`src/rtl/segdisp_pkg.sv`:
```
package segdisp_pkg;
  localparam int SEG_W = 7;
  localparam int HEX_W = 4;
  typedef logic [SEG_W-1:0] seg_t;
  typedef logic [HEX_W-1:0] hex_t;
endpackage

```
`src/rtl/nibble_pick.sv`:
```
module nibble_pick #(
  parameter int NIB_W  = 4,
  parameter int NUM_NB = 2
) (
  input  logic [NIB_W*NUM_NB-1:0] val_i,
  input  logic                    sel_i,
  output logic [NIB_W-1:0]        nib_o
);
  logic [NIB_W-1:0] nibs [NUM_NB];

  for (genvar g = 0; g < NUM_NB; g++) begin : g_split
    assign nibs[g] = val_i[g*NIB_W +: NIB_W];
  end

  // select low -> nibble 0 (right), select high -> nibble 1 (left)
  assign nib_o = sel_i ? nibs[1] : nibs[0];
endmodule

```
`src/rtl/hex_glyph_dec.sv`:
```
module hex_glyph_dec
  import segdisp_pkg::*;
(
  input  hex_t nib_i,
  output seg_t seg_o   // active high, bit0 = a .. bit6 = g
);
  always_comb begin
    unique case (nib_i)
      4'h0: seg_o = 7'h3F;
      4'h1: seg_o = 7'h06;
      4'h2: seg_o = 7'h5B;
      4'h3: seg_o = 7'h4F;
      4'h4: seg_o = 7'h66;
      4'h5: seg_o = 7'h6D;
      4'h6: seg_o = 7'h7D;
      4'h7: seg_o = 7'h07;
      4'h8: seg_o = 7'h7F;
      4'h9: seg_o = 7'h6F;
      4'hA: seg_o = 7'h77;
      4'hB: seg_o = 7'h7C;
      4'hC: seg_o = 7'h39;
      4'hD: seg_o = 7'h5E;
      4'hE: seg_o = 7'h79;
      default: seg_o = 7'h71;
    endcase
  end
endmodule

```
`src/rtl/seg_polarity.sv`:
```
module seg_polarity
  import segdisp_pkg::*;
#(
  parameter bit ACTIVE_LOW = 1'b0
) (
  input  seg_t seg_hi_i,
  output seg_t seg_o
);
  if (ACTIVE_LOW) begin : g_low
    assign seg_o = ~seg_hi_i;
  end else begin : g_high
    assign seg_o = seg_hi_i;
  end
endmodule

```
`src/rtl/dual_digit_seg_drv.sv`:
```
module dual_digit_seg_drv
  import segdisp_pkg::*;
#(
  parameter int DATA_W     = 8,
  parameter bit ACTIVE_LOW = 1'b0
) (
  input  logic              clk,
  input  logic              rst,
  input  logic              sel_i,
  input  logic [DATA_W-1:0] val_i,
  output logic [SEG_W-1:0]  seg_o,
  output logic              dig_left_o
);
  localparam int   NUM_DIG = DATA_W / HEX_W;
  localparam seg_t BLANK   = ACTIVE_LOW ? {SEG_W{1'b1}} : {SEG_W{1'b0}};

  hex_t nib;
  seg_t seg_hi;
  seg_t seg_pol;
  seg_t seg_q;
  logic left_q;

  nibble_pick #(.NIB_W(HEX_W), .NUM_NB(NUM_DIG)) u_pick (
    .val_i (val_i),
    .sel_i (sel_i),
    .nib_o (nib)
  );

  hex_glyph_dec u_dec (
    .nib_i (nib),
    .seg_o (seg_hi)
  );

  seg_polarity #(.ACTIVE_LOW(ACTIVE_LOW)) u_pol (
    .seg_hi_i (seg_hi),
    .seg_o    (seg_pol)
  );

  // segments and digit select share one register stage
  always_ff @(posedge clk) begin
    if (rst) begin
      seg_q  <= BLANK;
      left_q <= 1'b0;
    end else begin
      seg_q  <= seg_pol;
      left_q <= sel_i;
    end
  end

  assign seg_o      = seg_q;
  assign dig_left_o = left_q;

  AST_RST_BLANK: assert property (@(posedge clk)
    rst |=> (seg_o == BLANK && !dig_left_o));

  AST_SEL_LATENCY: assert property (@(posedge clk) disable iff (rst)
    1'b1 |=> (dig_left_o == $past(sel_i)));

  AST_NEVER_DARK: assert property (@(posedge clk) disable iff (rst)
    1'b1 |=> ($countones(seg_o ^ BLANK) >= 2));

  AST_HOLD_STABLE: assert property (@(posedge clk) disable iff (rst)
    (!$past(rst) && $stable(sel_i) && $stable(val_i)) |=>
      ($stable(seg_o) && $stable(dig_left_o)));

  AST_OTHER_NIB: assert property (@(posedge clk) disable iff (rst)
    (!$past(rst) && $stable(sel_i) && !sel_i && $stable(val_i[3:0])) |=>
      $stable(seg_o));
endmodule

```
`config.mk`:
```
export PLATFORM = sky130hd
export DESIGN_NAME = dual_digit_seg_drv
export DESIGN_NICKNAME = d
export VERILOG_FILES = /design/src/rtl/segdisp_pkg.sv /design/src/rtl/nibble_pick.sv /design/src/rtl/hex_glyph_dec.sv /design/src/rtl/seg_polarity.sv /design/src/rtl/dual_digit_seg_drv.sv
export SDC_FILE = /design/constraint.sdc
export NUM_CORES = 1
export LEC_CHECK = 0
export BUFFER_PORTS_ARGS = -buffer_cell sky130_fd_sc_hd__buf_2
export CAP_MARGIN = 30
export CORE_AREA = 5 5 42 44
export CTS_CLUSTER_DIAMETER = 150
export DETAILED_ROUTE_END_ITERATION = 7
export DIE_AREA = 0 0 47 49
export PLACE_DENSITY = 0.65
export SYNTH_ARGS = -nofsm -noshare
export SYNTH_HDL_FRONTEND = slang
export SYNTH_SLANG_ARGS = --single-unit
```
`constraint.sdc`:
```
create_clock -name clk -period 2.6 [get_ports clk]
set_input_delay 0.26 -clock clk [delete_from_list [all_inputs] [get_ports clk]]
set_output_delay 0.26 -clock clk [all_outputs]
set_load 0.02 [all_outputs]
```
==> results.txt <==
The repair_antennas step left the layout with diodes totalling 0. The path class of the tightest hold or removal check is primary input to flip-flop. The number of core rows is 14, and the fraction of power spent switching nets is 0.301. The first global-routing pass estimated 1530 microns of wire. The flow ran to the end, and the final reports show no timing, DRC or antenna violations.

The logs give 0.277 for the fraction of power consumed by the clock network and 0 for the overflow left after global routing. For the portion of total power attributed to combinational logic, the log shows 0.304. For this run, the detailed router's first-pass iteration total came to 4.

Counting along the longest clock path gives a buffer depth of 2. Once detail routing completed, the nets flagged for antenna violations numbered 0. The cell area power density is 523 nW/um^2. Summing every instance area after synthesis gives 515 sq um.

The run gives 0.228 mW as the internal portion of total power. The most critical setup path has its endpoint at seg_o[3]$_SDFF_PP0_. IR analysis of the VDD net gives a maximum drop of 157 uV. Counting buffers and inverters, the worst setup path is 8 cells deep. The via count of the first global-routing pass came out at 376. TritonCTS built the clock tree. The area growth from synthesis to layout is 21.1%. In this run, distinct cell masters in the synthesized netlist total 23. The area taken by flip-flops and latches is 160 sq um, and the sum of negative setup slack is 0 ns.

The power share of the sequential group came out at 0.419. The die outline width was 47 microns. Launch point of the critical path: sel_i.

The time the final worst path needs with I/O delays and setup was 1.89 ns. In the final layout, the multi-input gates occupy 313 sq um. The mean routed wirelength per cell works out to 10.7 microns. For this run, the slowest stage of the critical path takes 0.45 ns.

STA classifies the critical path startpoint as a primary input. The global placement routability congestion came out at 0.777. In the synthesized netlist, the number of instances is 55. The critical path contains buffers and inverters numbering 2 combined.

The dominant delay contributor by cell family on the critical path is multiplexers. The final design area excluding fillers was 624 sq um; the post-CTS setup repair buffer count was 0. The number of hold violations in the final report is 0. The number of nets handed over by synthesis was 73.

The tools report the sink count of the clock tree as 8. The pin count of the biggest net entering global routing was 12. For the placed instance area, the log shows 602 sq um. The share of layout cells above drive strength 1 is 0.342, and the per-cell via count in the routed design is 4.93. Count of final max-slew check failures: 0. For this design, the slowest cell found on the critical path is sky130_fd_sc_hd__mux2i_1. The analysis attributes to net switching a power of 0.0982 mW.

After detailed routing, the total wire length is 948 microns. The logs give 0.311 for the sequential-to-total area share from yosys stat and 0.446 for the final standard cell utilization of the core. The port buffer count works out to 18.

Gates resized during post-CTS repair numbered 0. The number of clock buffers added by TritonCTS is 3. Fill cells in the final layout number 154. The die covers 2300 sq um. The logs give 0 for the count of max-cap constraint violations and 93 for the final layout net count. Based on the critical path, the design can be clocked at up to 529 MHz. Max-slew headroom at the worst pin: 0.694.

Data on the critical path is required at its endpoint by 2.78 ns. The post-route DRC violation count was 0. The global-route usage over all layers was 0.0952.

Setup repair after global routing left no endpoint under its margin. The logs give 19 for the count of pins on the block boundary and 0 for the final number of setup-violating endpoints. The part of the cycle the worst path needs was 0.726. Walking the worst path, the cells encountered are buf_2, mux2i_1, inv_1, ha_1, o211ai_1, o21ai_0, or3_1, a21oi_1.

The tree is rooted in a sky130_fd_sc_hd__clkbuf_4. The number of synthesis warnings is 0, and the initial DRC count is 2. For the initial antenna violation count, the log shows 0.

Detailed routing inserted a total of 439 vias. The synthesized area per cell was 9.37 sq um; the static power due to leakage was 0.311 nW. The type of the worst setup path was primary input to flip-flop. The slew at the pin closest to its max-slew limit was 0.446 ns; the critical path data arrival time was 2.07 ns. The critical path endpoint category is a flip-flop. Detailed placement finished with a half-perimeter wire length of 775 microns. From bottom edge to top edge, the die measures 49 microns.

The synthesis-stage register bit count is 8, and the floorplan core area is 1400 sq um. The biggest fanout along the worst timing path was 8. Effective utilization at floorplan: 0.368. Clock transition at the registers of the reported paths: 0.05 ns. The number of H-tree levels was 1; the number of hold buffers added after cts was 0.
logic make-up after synthesis:
group	Yosys count	synth area share
AOI/OAI and AO/OA	16	0.206
and+or+nand+nor	12	0.121
DFF	8	0.311
buffers and inverters	7	0.0825
adders and majority gates	7	0.170
muxes	5	0.109
synth_stat cells:
cell type / n / area [sq um]
sky130_fd_sc_hd__inv_1: 3 / 11.3
sky130_fd_sc_hd__mux2_2: 1 / 11.3
sky130_fd_sc_hd__clkbuf_1: 1 / 3.75
sky130_fd_sc_hd__ha_1: 7 / 87.6
sky130_fd_sc_hd__a211oi_1: 2 / 15.0
sky130_fd_sc_hd__a221oi_1: 3 / 26.3
sky130_fd_sc_hd__buf_6: 2 / 22.5
sky130_fd_sc_hd__nand2_1: 2 / 7.51
sky130_fd_sc_hd__o21ai_0: 4 / 20.0
sky130_fd_sc_hd__a311oi_1: 1 / 8.76
sky130_fd_sc_hd__mux2i_1: 3 / 30.0
sky130_fd_sc_hd__and2_4: 1 / 8.76
sky130_fd_sc_hd__a21oi_1: 4 / 20.0
sky130_fd_sc_hd__nor2b_1: 1 / 6.26
sky130_fd_sc_hd__mux2_4: 1 / 15.0
sky130_fd_sc_hd__or3_1: 2 / 12.5
sky130_fd_sc_hd__nor2_1: 3 / 11.3
sky130_fd_sc_hd__o211ai_1: 1 / 7.51
sky130_fd_sc_hd__a22o_1: 1 / 8.76
sky130_fd_sc_hd__buf_2: 1 / 5.00
sky130_fd_sc_hd__nand2b_1: 1 / 6.26
sky130_fd_sc_hd__nor3_1: 2 / 10.0
sky130_fd_sc_hd__dfxtp_1: 8 / 160
cells in the final DEF (no fill, tap or decap):
cell type / n
sky130_fd_sc_hd__nor2_1: 3
sky130_fd_sc_hd__and2_4: 1
sky130_fd_sc_hd__a311oi_1: 1
sky130_fd_sc_hd__ha_1: 7
sky130_fd_sc_hd__clkbuf_4: 3
sky130_fd_sc_hd__or3_1: 2
sky130_fd_sc_hd__nor3_1: 2
sky130_fd_sc_hd__a21oi_1: 4
sky130_fd_sc_hd__mux2_2: 1
sky130_fd_sc_hd__nor2b_1: 1
sky130_fd_sc_hd__nand2_1: 2
sky130_fd_sc_hd__buf_4: 1
sky130_fd_sc_hd__buf_2: 18
sky130_fd_sc_hd__mux2_4: 1
sky130_fd_sc_hd__a221oi_1: 3
sky130_fd_sc_hd__a211oi_1: 2
sky130_fd_sc_hd__inv_1: 3
sky130_fd_sc_hd__nand2b_1: 1
sky130_fd_sc_hd__o21ai_0: 4
sky130_fd_sc_hd__a22o_1: 1
sky130_fd_sc_hd__dfxtp_1: 8
sky130_fd_sc_hd__mux2i_1: 3
sky130_fd_sc_hd__o211ai_1: 1
worst min path at each step:
stage | start | end | slack [ns] | cells after the start
6_report | rst | seg_o[0]$_SDFF_PP0_ | 0.27 | 2
5_1_grt | rst | seg_o[0]$_SDFF_PP0_ | 0.28 | 2
4_1_cts | rst | seg_o[0]$_SDFF_PP0_ | 0.26 | 2
3_5_place_dp | rst | seg_o[0]$_SDFF_PP0_ | 0.53 | 2
3_3_place_gp | rst | seg_o[3]$_SDFF_PP0_ | 0.54 | 2
2_1_floorplan | sel_i | dig_left_o$_SDFF_PP0_ | 0.51 | 2
power by group through the flow:
stage	Clock, mW	Sequential, mW	Combinational, mW
after floorplan	0	0.156	0.0569
after global placement	0	0.139	0.0988
after detailed placement	0	0.139	0.0995
after CTS	0.0956	0.137	0.0998
after global routing	0.103	0.138	0.110
final	0.0904	0.137	0.0992
area by class of cell:
class,count,area share
clock buffer,3,0.0361
inverter,3,0.0180
multi-input combinational,40,0.501
sequential,8,0.257
tap,16,0.0321
timing repair buffer,19,0.156
sequential cells by signal (all words and copies together), names as in the netlist:
name        cells
dig_left_o      1
seg_o           7
through the flow:
stage          instances  power, mW  hold WS (ns)  worst slack, ns
3_3_place_gp          86      0.238         0.535            0.468
2_1_floorplan         55      0.213         0.514            0.697
6_report              89      0.327         0.269            0.711
4_1_cts               89      0.332         0.264            0.693
3_5_place_dp          86      0.239         0.534            0.434
5_1_grt               89      0.350         0.276            0.527
per-layer routing:
layer	up-vias	wire, microns	share of wire	GRT usage
met5	-	0	0	0
met4	0	29	0.031	0.0968
met3	3	65	0.069	0.0221
met2	15	425	0.45	0.127
met1	189	428	0.45	0.115
li1	232	-	-	-
(Power assumes the default switching activity.)
